File: src/rtl/cfg_rd_pkg.sv
package cfg_rd_pkg;
  typedef enum logic {
    MODE_SERIAL   = 1'b0,
    MODE_PARALLEL = 1'b1
  } rd_mode_e;
endpackage

File: src/rtl/cfg_store.sv
module cfg_store #(
  parameter int DEPTH  = 16,
  parameter int WORD_W = 8,
  localparam int ADDR_W = $clog2(DEPTH)
) (
  input  logic              clk,
  input  logic              load_en,
  input  logic [ADDR_W-1:0] load_addr,
  input  logic [WORD_W-1:0] load_data,
  input  logic [ADDR_W-1:0] rd_addr,
  output logic [WORD_W-1:0] rd_word
);
  logic [WORD_W-1:0] mem [DEPTH];

  always_ff @(posedge clk) begin
    if (load_en) mem[load_addr] <= load_data;
  end

  assign rd_word = mem[rd_addr];
endmodule

File: src/rtl/cfg_seq_counter.sv
module cfg_seq_counter
  import cfg_rd_pkg::*;
#(
  parameter int DEPTH  = 16,
  parameter int WORD_W = 8,
  localparam int ADDR_W = $clog2(DEPTH),
  localparam int BIT_W  = $clog2(WORD_W)
) (
  input  logic              clk,
  input  logic              rst_n,
  input  logic              reset_act,
  input  logic              step_en,
  input  rd_mode_e          mode,
  input  logic              busy,
  output logic [ADDR_W-1:0] addr,
  output logic [BIT_W-1:0]  bit_idx,
  output logic              done
);
  localparam logic [ADDR_W-1:0] LAST_ADDR = ADDR_W'(DEPTH - 1);
  localparam logic [BIT_W-1:0]  LAST_BIT  = BIT_W'(WORD_W - 1);

  always_ff @(posedge clk) begin
    if (!rst_n || reset_act) begin
      addr    <= '0;
      bit_idx <= '0;
      done    <= 1'b0;
    end else if (step_en && !done) begin
      if (mode == MODE_PARALLEL) begin
        if (!busy) begin
          if (addr == LAST_ADDR) done <= 1'b1;
          else                   addr <= addr + 1'b1;
        end
      end else if (bit_idx == LAST_BIT) begin
        bit_idx <= '0;
        if (addr == LAST_ADDR) done <= 1'b1;
        else                   addr <= addr + 1'b1;
      end else begin
        bit_idx <= bit_idx + 1'b1;
      end
    end
  end

  assert_reset_clears_R1: assert property (@(posedge clk) disable iff (!rst_n)
    reset_act |=> (addr == '0 && bit_idx == '0 && !done));

  assert_idle_holds_R3: assert property (@(posedge clk) disable iff (!rst_n)
    (!step_en && !reset_act) |=> ($stable(addr) && $stable(bit_idx) && $stable(done)));

  assert_busy_stalls_R6: assert property (@(posedge clk) disable iff (!rst_n)
    (mode == MODE_PARALLEL && busy && !reset_act) |=> ($stable(addr) && $stable(done)));

  assert_exhausted_sticky_R7: assert property (@(posedge clk) disable iff (!rst_n)
    (done && !reset_act) |=> (done && $stable(addr)));
endmodule

File: src/rtl/cfg_out_stage.sv
module cfg_out_stage
  import cfg_rd_pkg::*;
#(
  parameter int WORD_W = 8,
  localparam int BIT_W = $clog2(WORD_W)
) (
  input  logic              clk,
  input  logic              rst_n,
  input  rd_mode_e          mode,
  input  logic [WORD_W-1:0] rd_word,
  input  logic [BIT_W-1:0]  bit_idx,
  input  logic              ce_act,
  input  logic              oe_act,
  input  logic              done,
  output logic [WORD_W-1:0] data_out,
  output logic              data_oe,
  output logic              cas_out_n,
  output logic              standby
);
  logic serial_bit;

  assign serial_bit = rd_word[BIT_W'(WORD_W - 1) - bit_idx];
  assign data_oe    = ce_act && oe_act && !done;
  assign cas_out_n  = !(done && ce_act && oe_act);
  assign standby    = !ce_act;

  for (genvar g = 0; g < WORD_W; g++) begin : g_lane
    if (g == 0) begin : g_lane0
      assign data_out[g] = data_oe &&
        ((mode == MODE_PARALLEL) ? rd_word[g] : serial_bit);
    end else begin : g_upper
      assign data_out[g] = data_oe && (mode == MODE_PARALLEL) && rd_word[g];
    end
  end

  assert_quiet_lanes_R11: assert property (@(posedge clk) disable iff (!rst_n)
    !data_oe |-> (data_out == '0));

  assert_handoff_excl_R7: assert property (@(posedge clk) disable iff (!rst_n)
    !cas_out_n |-> !data_oe);
endmodule

File: src/rtl/cfg_stream_reader.sv
module cfg_stream_reader
  import cfg_rd_pkg::*;
#(
  parameter int DEPTH  = 16,
  parameter int WORD_W = 8,
  localparam int ADDR_W = $clog2(DEPTH),
  localparam int BIT_W  = $clog2(WORD_W)
) (
  input  logic              clk,
  input  logic              rst_n,
  input  logic              rst_pol_high,
  input  logic              rst_oe_in,
  input  logic              ce_n,
  input  logic              busy,
  input  logic              par_mode,
  input  logic              load_en,
  input  logic [ADDR_W-1:0] load_addr,
  input  logic [WORD_W-1:0] load_data,
  output logic [WORD_W-1:0] data_out,
  output logic              data_oe,
  output logic              cas_out_n,
  output logic              standby
);
  logic              reset_act, oe_act, ce_act, done;
  logic [ADDR_W-1:0] addr;
  logic [BIT_W-1:0]  bit_idx;
  logic [WORD_W-1:0] rd_word;
  rd_mode_e          mode;

  assign reset_act = rst_pol_high ? rst_oe_in : !rst_oe_in;
  assign oe_act    = !reset_act;
  assign ce_act    = !ce_n;
  assign mode      = rd_mode_e'(par_mode);

  cfg_store #(.DEPTH(DEPTH), .WORD_W(WORD_W)) u_store (
    .clk(clk), .load_en(load_en), .load_addr(load_addr),
    .load_data(load_data), .rd_addr(addr), .rd_word(rd_word)
  );

  cfg_seq_counter #(.DEPTH(DEPTH), .WORD_W(WORD_W)) u_count (
    .clk(clk), .rst_n(rst_n), .reset_act(reset_act),
    .step_en(ce_act && oe_act), .mode(mode), .busy(busy),
    .addr(addr), .bit_idx(bit_idx), .done(done)
  );

  cfg_out_stage #(.WORD_W(WORD_W)) u_out (
    .clk(clk), .rst_n(rst_n), .mode(mode), .rd_word(rd_word),
    .bit_idx(bit_idx), .ce_act(ce_act), .oe_act(oe_act), .done(done),
    .data_out(data_out), .data_oe(data_oe), .cas_out_n(cas_out_n),
    .standby(standby)
  );

  assert_reset_outputs_R1: assert property (@(posedge clk) disable iff (!rst_n)
    reset_act |-> (!data_oe && cas_out_n));

  assert_standby_quiet_R3: assert property (@(posedge clk) disable iff (!rst_n)
    standby |-> (!data_oe && cas_out_n));
endmodule

File: config.mk
export PLATFORM = sky130hd
export DESIGN_NAME = cfg_stream_reader
export DESIGN_NICKNAME = d
export VERILOG_FILES = /design/src/rtl/cfg_rd_pkg.sv /design/src/rtl/cfg_store.sv /design/src/rtl/cfg_seq_counter.sv /design/src/rtl/cfg_out_stage.sv /design/src/rtl/cfg_stream_reader.sv
export SDC_FILE = /design/constraint.sdc
export NUM_CORES = 1
export LEC_CHECK = 0
export BUFFER_PORTS_ARGS = -buffer_cell sky130_fd_sc_hd__buf_4
export CAP_MARGIN = 20
export CORE_UTILIZATION = 54
export CTS_CLUSTER_SIZE = 40
export DETAILED_ROUTE_END_ITERATION = 10
export GPL_ROUTABILITY_DRIVEN = 0
export PLACE_DENSITY = 0.75
export SLEW_MARGIN = 20
export SYNTH_ARGS = -nofsm -noshare
export SYNTH_HDL_FRONTEND = slang
export SYNTH_HIERARCHICAL = 1
export SYNTH_SLANG_ARGS = --single-unit
File: constraint.sdc
create_clock -name clk -period 2.3 [get_ports clk]
set_input_delay 0.345 -clock clk [delete_from_list [all_inputs] [get_ports clk]]
set_output_delay 0.345 -clock clk [all_outputs]
set_load 0.05 [all_outputs]
==> run metrics, run 1 <==
outcome=complete, but fails checks; failing checks=setup timing; dpl ws=-0.328 ns; TritonCTS Sinks=136; DRT Pass-1 Iters=4; Nets=390; vias per cell=between 5 and 6; final hold violation count=0; period utilization=1.37; Num CTS Buffers=17; f_max=0.317 GHz; Slew headroom=0.614; initial drt markers=341; TritonCTS clock tree=yes; Final HPWL DP=7.07 mm; area of the multi-input gates=0.00151 mm2; critical path fanouts, max=6; sequential standard cell area=0.00401 mm2; clock period minus worst slack=approximately 3.2 ns; area of the core=0.00991 mm2; Leak=2.35 nW; endpoints failing setup=8; vias in the first global route=3139; Hold Crit Class=in2reg; worst skew pair latency=0.50 ns; Final Max Tran Viols=0; arrival time worst endpoint=2.81 ns; post-route ant nets=0; Layout area overhead=25.1%; fillers=615; initial core utilization=0.563; H-tree levels=4; post-synthesis simple-gate area fraction=0.0639; All-Layer GR Usage=0.234; Worst Max-Slew Pin Slew=0.575 ns; CP required=1.96 ns; r2r setup slk=0.56 ns; routed length per instance=between 20 and 25 um; Warnings, synthesis=6; Post-CTS Hold Buffers=0; final core occ=0.704; n_diodes=0; largest net degree at the start of global routing=25; Vias=3062; global-route wire length before repair=17.9 mm; Synth Area in Compound Gates=0.0361; clock transition at the registers of the reported paths=roughly 0.060 ns; initial antenna violation count=0; Root Driver=clkbuf_8; MaxCap Viol Count=0; distinct cell type count after synthesis=34; Avg Inst Size Synth=19.1 um2; Residual DRC=0; IO buf count=30; Yosys reg bits=~140; Worst Path Class, Setup=reg2out; post-synthesis sequential area ratio=0.718; Placed Instance Area=0.00617 mm2; peak supply drop=535 uV; Syn Nets=315; final setup margin=-0.858 ns; gr ovfl total=0; drt total wl=around 12 mm; row count=36; main combinational cell family by area after synthesis=multiplexers; Mapped Cells=292; crit end category=primary output; Die Span X=104 um; Clock Skew=around 0.0021 ns; # IOs=31; post-synthesis xor/xnor area fraction=0.00449; ratio of cells with drive above 1 in the final layout=0.395; mux share of post-synthesis cell area=0.150; Startpoint Class=register; die area=about 0.011 mm2; synthesized area=about 0.0056 mm2; Finished Cell Area=0.00698 mm2; CTS max path bufs=2; Synth Area in Adders=0.00673; PwrDens=roughly 840 mW/mm2; Die Y=104 um; RSZ-0062 raised after global routing=yes
[cells in the mapped netlist]
cell	number	share of area
a2111oi_2	1	0.0027
a211oi_1	1	0.0013
a21oi_1	6	0.0054
a22oi_1	16	0.022
a41oi_1	1	0.0016
and2_1	8	0.0090
and2b_1	1	0.0013
buf_1	1	0.00067
buf_2	3	0.0027
buf_4	1	0.0013
buf_6	4	0.0081
clkdlybuf4s25_2	3	0.0054
dfxtp_1	8	0.029
edfxtp_1	128	0.69
ha_1	3	0.0067
inv_1	4	0.0027
mux2i_1	4	0.0072
mux4_1	14	0.066
mux4_2	19	0.077
nand2_1	16	0.011
nand2b_1	4	0.0045
nand3_1	5	0.0045
nand3b_1	2	0.0027
nand4b_4	1	0.0043
nor2_1	21	0.014
nor2_2	1	0.0011
nor2b_1	2	0.0022
nor3_1	5	0.0045
nor3b_2	1	0.0022
o21ai_0	4	0.0036
or3_1	1	0.0011
or3b_2	1	0.0016
xnor2_2	1	0.0029
xor2_1	1	0.0016
[cell usage in the layout (no fill, tap or decap), types with 2 or more instances in the layout]
cell	instances
a21oi_1	6
a22oi_1	5
a22oi_2	11
and2_1	4
and2_4	4
buf_12	5
buf_4	55
buf_6	3
buf_8	2
bufinv_16	5
clkbuf_16	18
clkinv_2	4
clkinvlp_4	3
dfxtp_1	7
edfxtp_1	128
ha_1	3
inv_1	4
mux2i_1	4
mux4_1	6
mux4_2	27
nand2_1	14
nand2_2	2
nand2b_1	4
nand3_1	5
nand3b_1	2
nor2_1	21
nor3_1	5
o21ai_0	4
[worst max-delay path, cell delays in order, from the launching register on]
cell	delay [ns]
dfxtp_4	0.41
buf_12	0.17
mux4_1	0.39
a22oi_2	0.11
nand2_1	0.10
mux2i_1	0.08
mux4_2	0.51
a2111oi_4	0.33
buf_6	0.21
[registers in the layout, indices dropped and copies added (netlist names)]
signal,flops
u_count/done,1
u_count/bit_idx,3
u_store/mem,128
u_count/addr,4
[metal layers]
layer,routed length (um),global-route usage
met1,4780,0.303
met2,6230,0.380
met5,0,0
met4,290,0.107
met3,854,0.0548
[report_power, final]
part / total [W] / internal, W / switching [W]
logic: 0.000260 / 0.000112 / 0.000148
registers: 0.00277 / 0.00275 / 0.0000159
clock network: 0.00284 / 0.00186 / 0.000980
[cell type report]
class	count	area share
sequential	136	0.574
multi-input combinational	140	0.217
timing repair buffer	68	0.0938
clock buffer	18	0.0599
clock inverter	14	0.0294
tap	133	0.0238
inverter	4	0.00215
[stage by stage]
stage / instances / setup TNS, ns / hold WS, ns / total power [W]
6_report: 513 / -4.35 / 0.155 / 0.00587
3_5_place_dp: 474 / -0.573 / 0.536 / 0.00306
4_1_cts: 507 / -4.18 / 0.126 / 0.00588
2_1_floorplan: 292 / -0.366 / 0.444 / 0.00294
3_3_place_gp: 474 / -0.431 / 0.502 / 0.00305
5_1_grt: 513 / -5.01 / 0.145 / 0.00603
[worst paths after layout]
check | start | end | depth (start not counted)
min | load_data[6] | u_store/mem[8][6] | 1
min reg2reg | u_count/bit_idx[0] | u_count/bit_idx[0] | 2
max | u_count/addr[0] | data_out[0] | 8
max reg2reg | u_count/addr[0] | u_count/addr[3] | 6
[what timing repair did]
item,in CTS,in global routing
endpoints found under the setup margin,8,8
pin swaps,3,11
gates cloned,1,2
buffers inserted,0,6
resized for setup,12,21
[cell families after synthesis]
| kind of cell | count (synthesis) |
|---|---|
| DFF | 136 |
| AOI/OAI and AO/OA | 29 |
| xor gates and xnor gates | 2 |
| muxes | 37 |
| and+or+nand+nor | 69 |
| buffers and inverters | 16 |
| adders and majority gates | 3 |
No activity file was read; power rests on OpenSTA's default activity.
==> run 2: changes to the inputs <==
Settings changed: ABC_AREA from default to 1, CORE_UTILIZATION 54 to 55, PLACE_DENSITY 0.75 to 0.76.
==> run metrics, run 2 <==
Avg Inst Size Synth=9.54 um2; Final HPWL DP=9.39 mm; DR WL met2=7.69 mm; Nets=736; synth top area cells=edfxtp_1, nand2_1, nand3_1, inv_1, dfxtp_1; final hold violation count=0; gr ovfl total=0; final core occ=0.697; CP cell instances=inv_8, buf_12, nand2_1, nand2_1, nand2_1, nand3_2, nand3_2, nand2_2, nand2_1, nand3_1, nand3_1, nand3_1, nand2_1, inv_1, buf_6; CP required=between 1.5 and 2 ns; largest net degree at the start of global routing=28; initial core utilization=0.571; max reg flops=128; Post-synth EDFFs=128; n_diodes=0; Vias=4868; fillers=between 700 and 800; # IOs=31; Clock Skew=approximately 0.0048 ns; Clk pwr share=0.457; Final Max Tran Viols=0; worst skew pair latency=0.41 ns; Post-CTS Hold Buffers=0; Die Span X=around 110 um; ratio of cells with drive above 1 in the final layout=0.183; clock transition at the registers of the reported paths=0.06 ns; endpoints failing setup=5; synthesized area=0.00625 mm2; P_sw=0.00123 W; Primary FF master, synth=edfxtp_1; area of the core=between 0.01 and 0.015 mm2; most common cell after layout, fill and taps aside=nand2_1; arrival time worst endpoint=2.22 ns; routed length per instance=approximately 18 um; Layout area overhead=22.0%; MaxCap Viol Count=0; die area=~0.012 mm2; failing checks=setup timing; RSZ-0062 raised after global routing=yes; Post-synth top cells=nand2_1, edfxtp_1, inv_1; TritonCTS Sinks=136; Yosys reg bits=136; peak supply drop=529 uV; final setup margin=-0.264 ns; outcome=complete, but fails checks; Hold Crit Class=in2reg; Warnings, synthesis=6; vias in the first global route=4634; crit end category=primary output; period utilization=1.11; Worst Max-Slew Pin Slew=0.887 ns; f_max=0.390 GHz; Syn Nets=678; IO buf count=30; Post-synth ARST share=0; DRT Pass-1 Iters=5; initial drt markers=slightly above 600; most flop-heavy register=u_store/mem; CP peak stage delay=0.40 ns; top flop regs=u_store/mem (128), u_count/addr (4), u_count/bit_idx (3); top-count cell post-synth=nand2_1; Post-Route M1 WL=5.91 mm; post-route ant nets=0; Die Y=109 um; distinct cell type count after synthesis=19; All-Layer GR Usage=0.286; Startpoint Class=register; WP buf/inv=4; H-tree levels=4; Int Power=0.00456 W; Leak=3.36 nW; CTS max path bufs=2; TritonCTS clock tree=yes; commonest cells after routing, fill and taps aside=nand2_1, edfxtp_1, inv_1; vias per cell=5.62; clock period minus worst slack=2.56 ns; PwrDens=759 mW/mm2; Worst path most repeated cell=nand2_1; Yosys top cell area share=0.615; Mapped Cells=655; Residual DRC=0; drt total wl=15.9 mm; top sig layer=met5; Yosys top cell by area=edfxtp_1; initial antenna violation count=1; Fin Setup TNS=-0.513 ns; Largest delay share family, worst path=simple AND/OR/NAND/NOR gates; Root Driver=clkbuf_16; post-synthesis sequential area ratio=0.641; row count=38; Reg power frac=0.479; CP max stage cell=dfxtp_4; critical path fanouts, max=12; met3 routed WL=between 1.5 and 2 mm; Comb power frac=0.064; Worst Path Class, Setup=reg2out; sw frac=0.212; global-route wire length before repair=24.1 mm; Num CTS Buffers=17; Slew headroom=0.406
run 2: changes by cell type after synthesis, moves of 4 or more:
cell / delta
a22oi_1: -16
inv_1: +119
nor2_1: +14
mux4_2: -19
nand3_1: +105
and2_1: -8
buf_2: +10
nand2b_1: -4
nand2_1: +186
mux4_1: -14
mux2i_1: -4
inv_2: +4
nor3_1: -5
run 2: cell families after synthesis:
| family | count (synthesis) | synth area share |
|---|---|---|
| AND/OR/NAND/NOR | 357 | 0.243 |
| buffers and inverters | 151 | 0.103 |
| flip-flops | 136 | 0.641 |
| AO/OA/AOI/OAI | 8 | 0.00681 |
| adder cells (fa/ha/maj) | 3 | 0.00601 |
run 2: timing repair:
| action | CTS | global route |
|---|---|---|
| gates cloned | 2 | 1 |
| buffers inserted | 3 | 2 |
| hold endpoints to repair | 0 | 0 |
| pin swaps | 8 | 0 |
| resized for setup | 33 | 25 |
| setup endpoints to repair | 6 | 8 |
run 2: through the flow:
step | hold WS (ns) | worst slack, ns | cell area (um2) | cells | total power (W)
3_5_place_dp | 0.530 | 0.164 | 6700 | 826 | 0.00314
5_1_grt | 0.271 | -0.347 | 7620 | 866 | 0.00593
3_3_place_gp | 0.503 | 0.204 | 6700 | 826 | 0.00313
6_report | 0.280 | -0.264 | 7620 | 866 | 0.00578
4_1_cts | 0.265 | -0.162 | 7470 | 863 | 0.00576
2_1_floorplan | 0.444 | 0.209 | 6250 | 655 | 0.00300
run 2: cell type report:
class	count	area (um2)	share of cell area
Clock buffer	25	485	0.0637
Clock inverter	7	92.6	0.0121
Inverter	127	490	0.0644
Multi-Input combinational cell	368	1720	0.226
Sequential cell	136	4010	0.526
Tap cell	140	175	0.0230
Timing Repair Buffer	63	646	0.0847
run 2: routing by layer:
metal | vias up | GRT usage
li1 | 2207 | -
met1 | 2262 | 0.369
met2 | 330 | 0.444
met3 | 67 | 0.0627
met4 | 2 | 0.170
met5 | - | 0
run 2: power by group through the flow:
stage,Clock (W),Sequential [W],Combinational (W)
3_3_place_gp,0,0.00282,0.000309
5_1_grt,0.00276,0.00278,0.000398
3_5_place_dp,0,0.00282,0.000321
4_1_cts,0.00265,0.00277,0.000346
2_1_floorplan,0,0.00282,0.000185
6_report,0.00264,0.00277,0.000369
run 2: worst paths after layout:
path                                         start                  to  slack, ns  depth (start not counted)
worst max register to register  u_count/bit_idx[0]     u_count/addr[2]       0.68                          6
worst min-delay path                  load_data[4]   u_store/mem[8][4]       0.28                          1
worst max-delay path               u_count/addr[0]         data_out[0]      -0.26                         15
worst min register to register  u_count/bit_idx[2]  u_count/bit_idx[2]       0.55                          2
==> run 3: changes to the inputs <==
Settings changed: BUFFER_PORTS_ARGS -buffer_cell sky130_fd_sc_hd__buf_4 to -buffer_cell sky130_fd_sc_hd__buf_2, CAP_MARGIN 20 to default.
==> run metrics, run 3 (synthesized netlist as in run 2, its figures left out) <==
Leak=about 3.5 nW; critical path fanouts, max=6; arrival time worst endpoint=2.26 ns; max reg flops=about 130; outcome=complete, but fails checks; Clock Skew=~0.0083 ns; Finished Cell Area=~0.008 mm2; # IOs=31; peak supply drop=484 uV; vias per cell=5.65; n_diodes=0; drt total wl=16.7 mm; Worst Max-Slew Pin Slew=0.760 ns; DRT Pass-1 Iters=5; top flop regs=u_store/mem (128), u_count/addr (4), u_count/bit_idx (3); Hold Crit Class=in2reg; Die Span X=109 um; Layout area overhead=28.3%; post-route ant nets=0; Placed Instance Area=0.00663 mm2; most common cell after layout, fill and taps aside=nand2_1; TritonCTS clock tree=yes; commonest cells after routing, fill and taps aside=nand2_1, edfxtp_1, inv_1; fillers=694; failing checks=setup timing; CP max stage cell=dfxtp_4; final core occ=0.733; CP peak stage delay=0.45 ns; IO buf count=30; Die Y=about 110 um; period utilization=1.13; die area=between 0.01 and 0.015 mm2; sequential standard cell area=0.00401 mm2; clock period minus worst slack=between 2 and 3 ns; largest net degree at the start of global routing=26; Post-CTS Hold Buffers=0; most flop-heavy register=u_store/mem; H-tree levels=4; f_max=0.384 GHz; global-route wire length before repair=between 20 and 25 mm; PwrDens=690 mW/mm2; worst skew pair latency=0.41 ns; Root Driver=clkbuf_16; final setup margin=-0.302 ns; final hold violation count=0; crit end category=primary output; CP cell instances=clkinv_8, buf_12, nand2_2, nand3_2, nand3_2, nand3_2, nand2_2, nand2_2, nand3_2, nand3b_1, nand3_1, nand2_1, inv_2, buf_8; Worst Path Class, Setup=reg2out; area of the core=around 0.011 mm2; MaxCap Viol Count=0; All-Layer GR Usage=0.277; area of the multi-input gates=0.00203 mm2; P_sw=between 0.001 and 0.0015 W; sw frac=0.217; dpl ws=0.155 ns; Final Max Tran Viols=0; Reg power frac=0.501; clock transition at the registers of the reported paths=0.05 ns; endpoints failing setup=6; routed length per instance=19.2 um; Slew headroom=0.491; ratio of cells with drive above 1 in the final layout=0.285; Final HPWL DP=8.84 mm; TritonCTS Sinks=around 140; CP required=1.96 ns; Comb power frac=0.075; row count=38; initial core utilization=0.571; gr ovfl total=0; Worst path most repeated cell=nand3_2; initial drt markers=489; Clk pwr share=0.424; Nets=between 700 and 800; RSZ-0062 raised after global routing=yes; initial antenna violation count=0; Startpoint Class=register; Int Power=0.00433 W; CTS max path bufs=2; vias in the first global route=4574; Num CTS Buffers=17; Residual DRC=0; Vias=slightly below 5000
run 3: cell count changes in the layout (fill, tap and decap cells not counted), moves of 3 or more:
cell	delta
buf_4	-19
nand2_2	+17
clkbuf_1	-3
nand3_1	-44
clkbuf_16	+6
buf_6	-3
buf_2	+22
nand2_1	-21
nand2_4	+4
nand3_2	+43
clkbuf_8	-3
inv_2	+3
run 3: path summary, 6_finish.rpt:
path | start | to | slack, ns | cells after the start
max reg2reg | u_count/addr[0] | u_count/addr[0] | 0.38 | 10
max | u_count/addr[0] | data_out[0] | -0.30 | 14
min | rst_n | u_count/addr[1] | 0.32 | 5
min reg2reg | u_count/bit_idx[2] | u_count/bit_idx[2] | 0.52 | 2
run 3: cell type report:
cell class | count | share of cell area
Sequential cell | 136 | 0.500
Multi-Input combinational cell | 368 | 0.253
Timing Repair Buffer | 73 | 0.101
Inverter | 127 | 0.0615
Clock buffer | 19 | 0.0540
Tap cell | 140 | 0.0218
Clock inverter | 7 | 0.00749
Timing Repair inverter | 1 | 0.00109
run 3: layer usage:
metal  GRT usage  vias to the layer above  part of all wire
met4       0.102                        0             0.042
li1            -                     2225                 -
met1       0.355                     2319              0.37
met3      0.0627                       66             0.091
met2       0.462                      307              0.50
met5           0                        -                 0
run 3: through the flow:
stage               power, W  hold WS [ns]  cells  TNS [ns]
finish               0.00553         0.317    871    -0.876
global route         0.00567         0.346    871     -1.46
CTS                  0.00544         0.317    858    -0.167
detailed placement   0.00313         0.510    824         0
global placement     0.00312         0.488    824         0
floorplan            0.00300         0.444    655         0
run 3: critical path, delay by kind of cell, from the launching register on:
family	cells	cell delay (ns)
simple gates	10	0.90
buf+inv	4	0.49
flops	1	0.45
run 3: power groups by stage:
stage / Clock (W) / Sequential (W) / Combinational, W
global placement: 0 / 0.00282 / 0.000297
finish: 0.00234 / 0.00277 / 0.000414
global route: 0.00245 / 0.00278 / 0.000445
CTS: 0.00233 / 0.00277 / 0.000339
detailed placement: 0 / 0.00282 / 0.000305
floorplan: 0 / 0.00282 / 0.000185
run 3: timing repair:
action / CTS / global route
endpoints found under the setup margin: 7 / 8
cloned: 3 / 8
gates resized for setup: 49 / 94
buffers inserted: 5 / 5
pin swaps: 18 / 46
endpoints found under the hold margin: 0 / 0
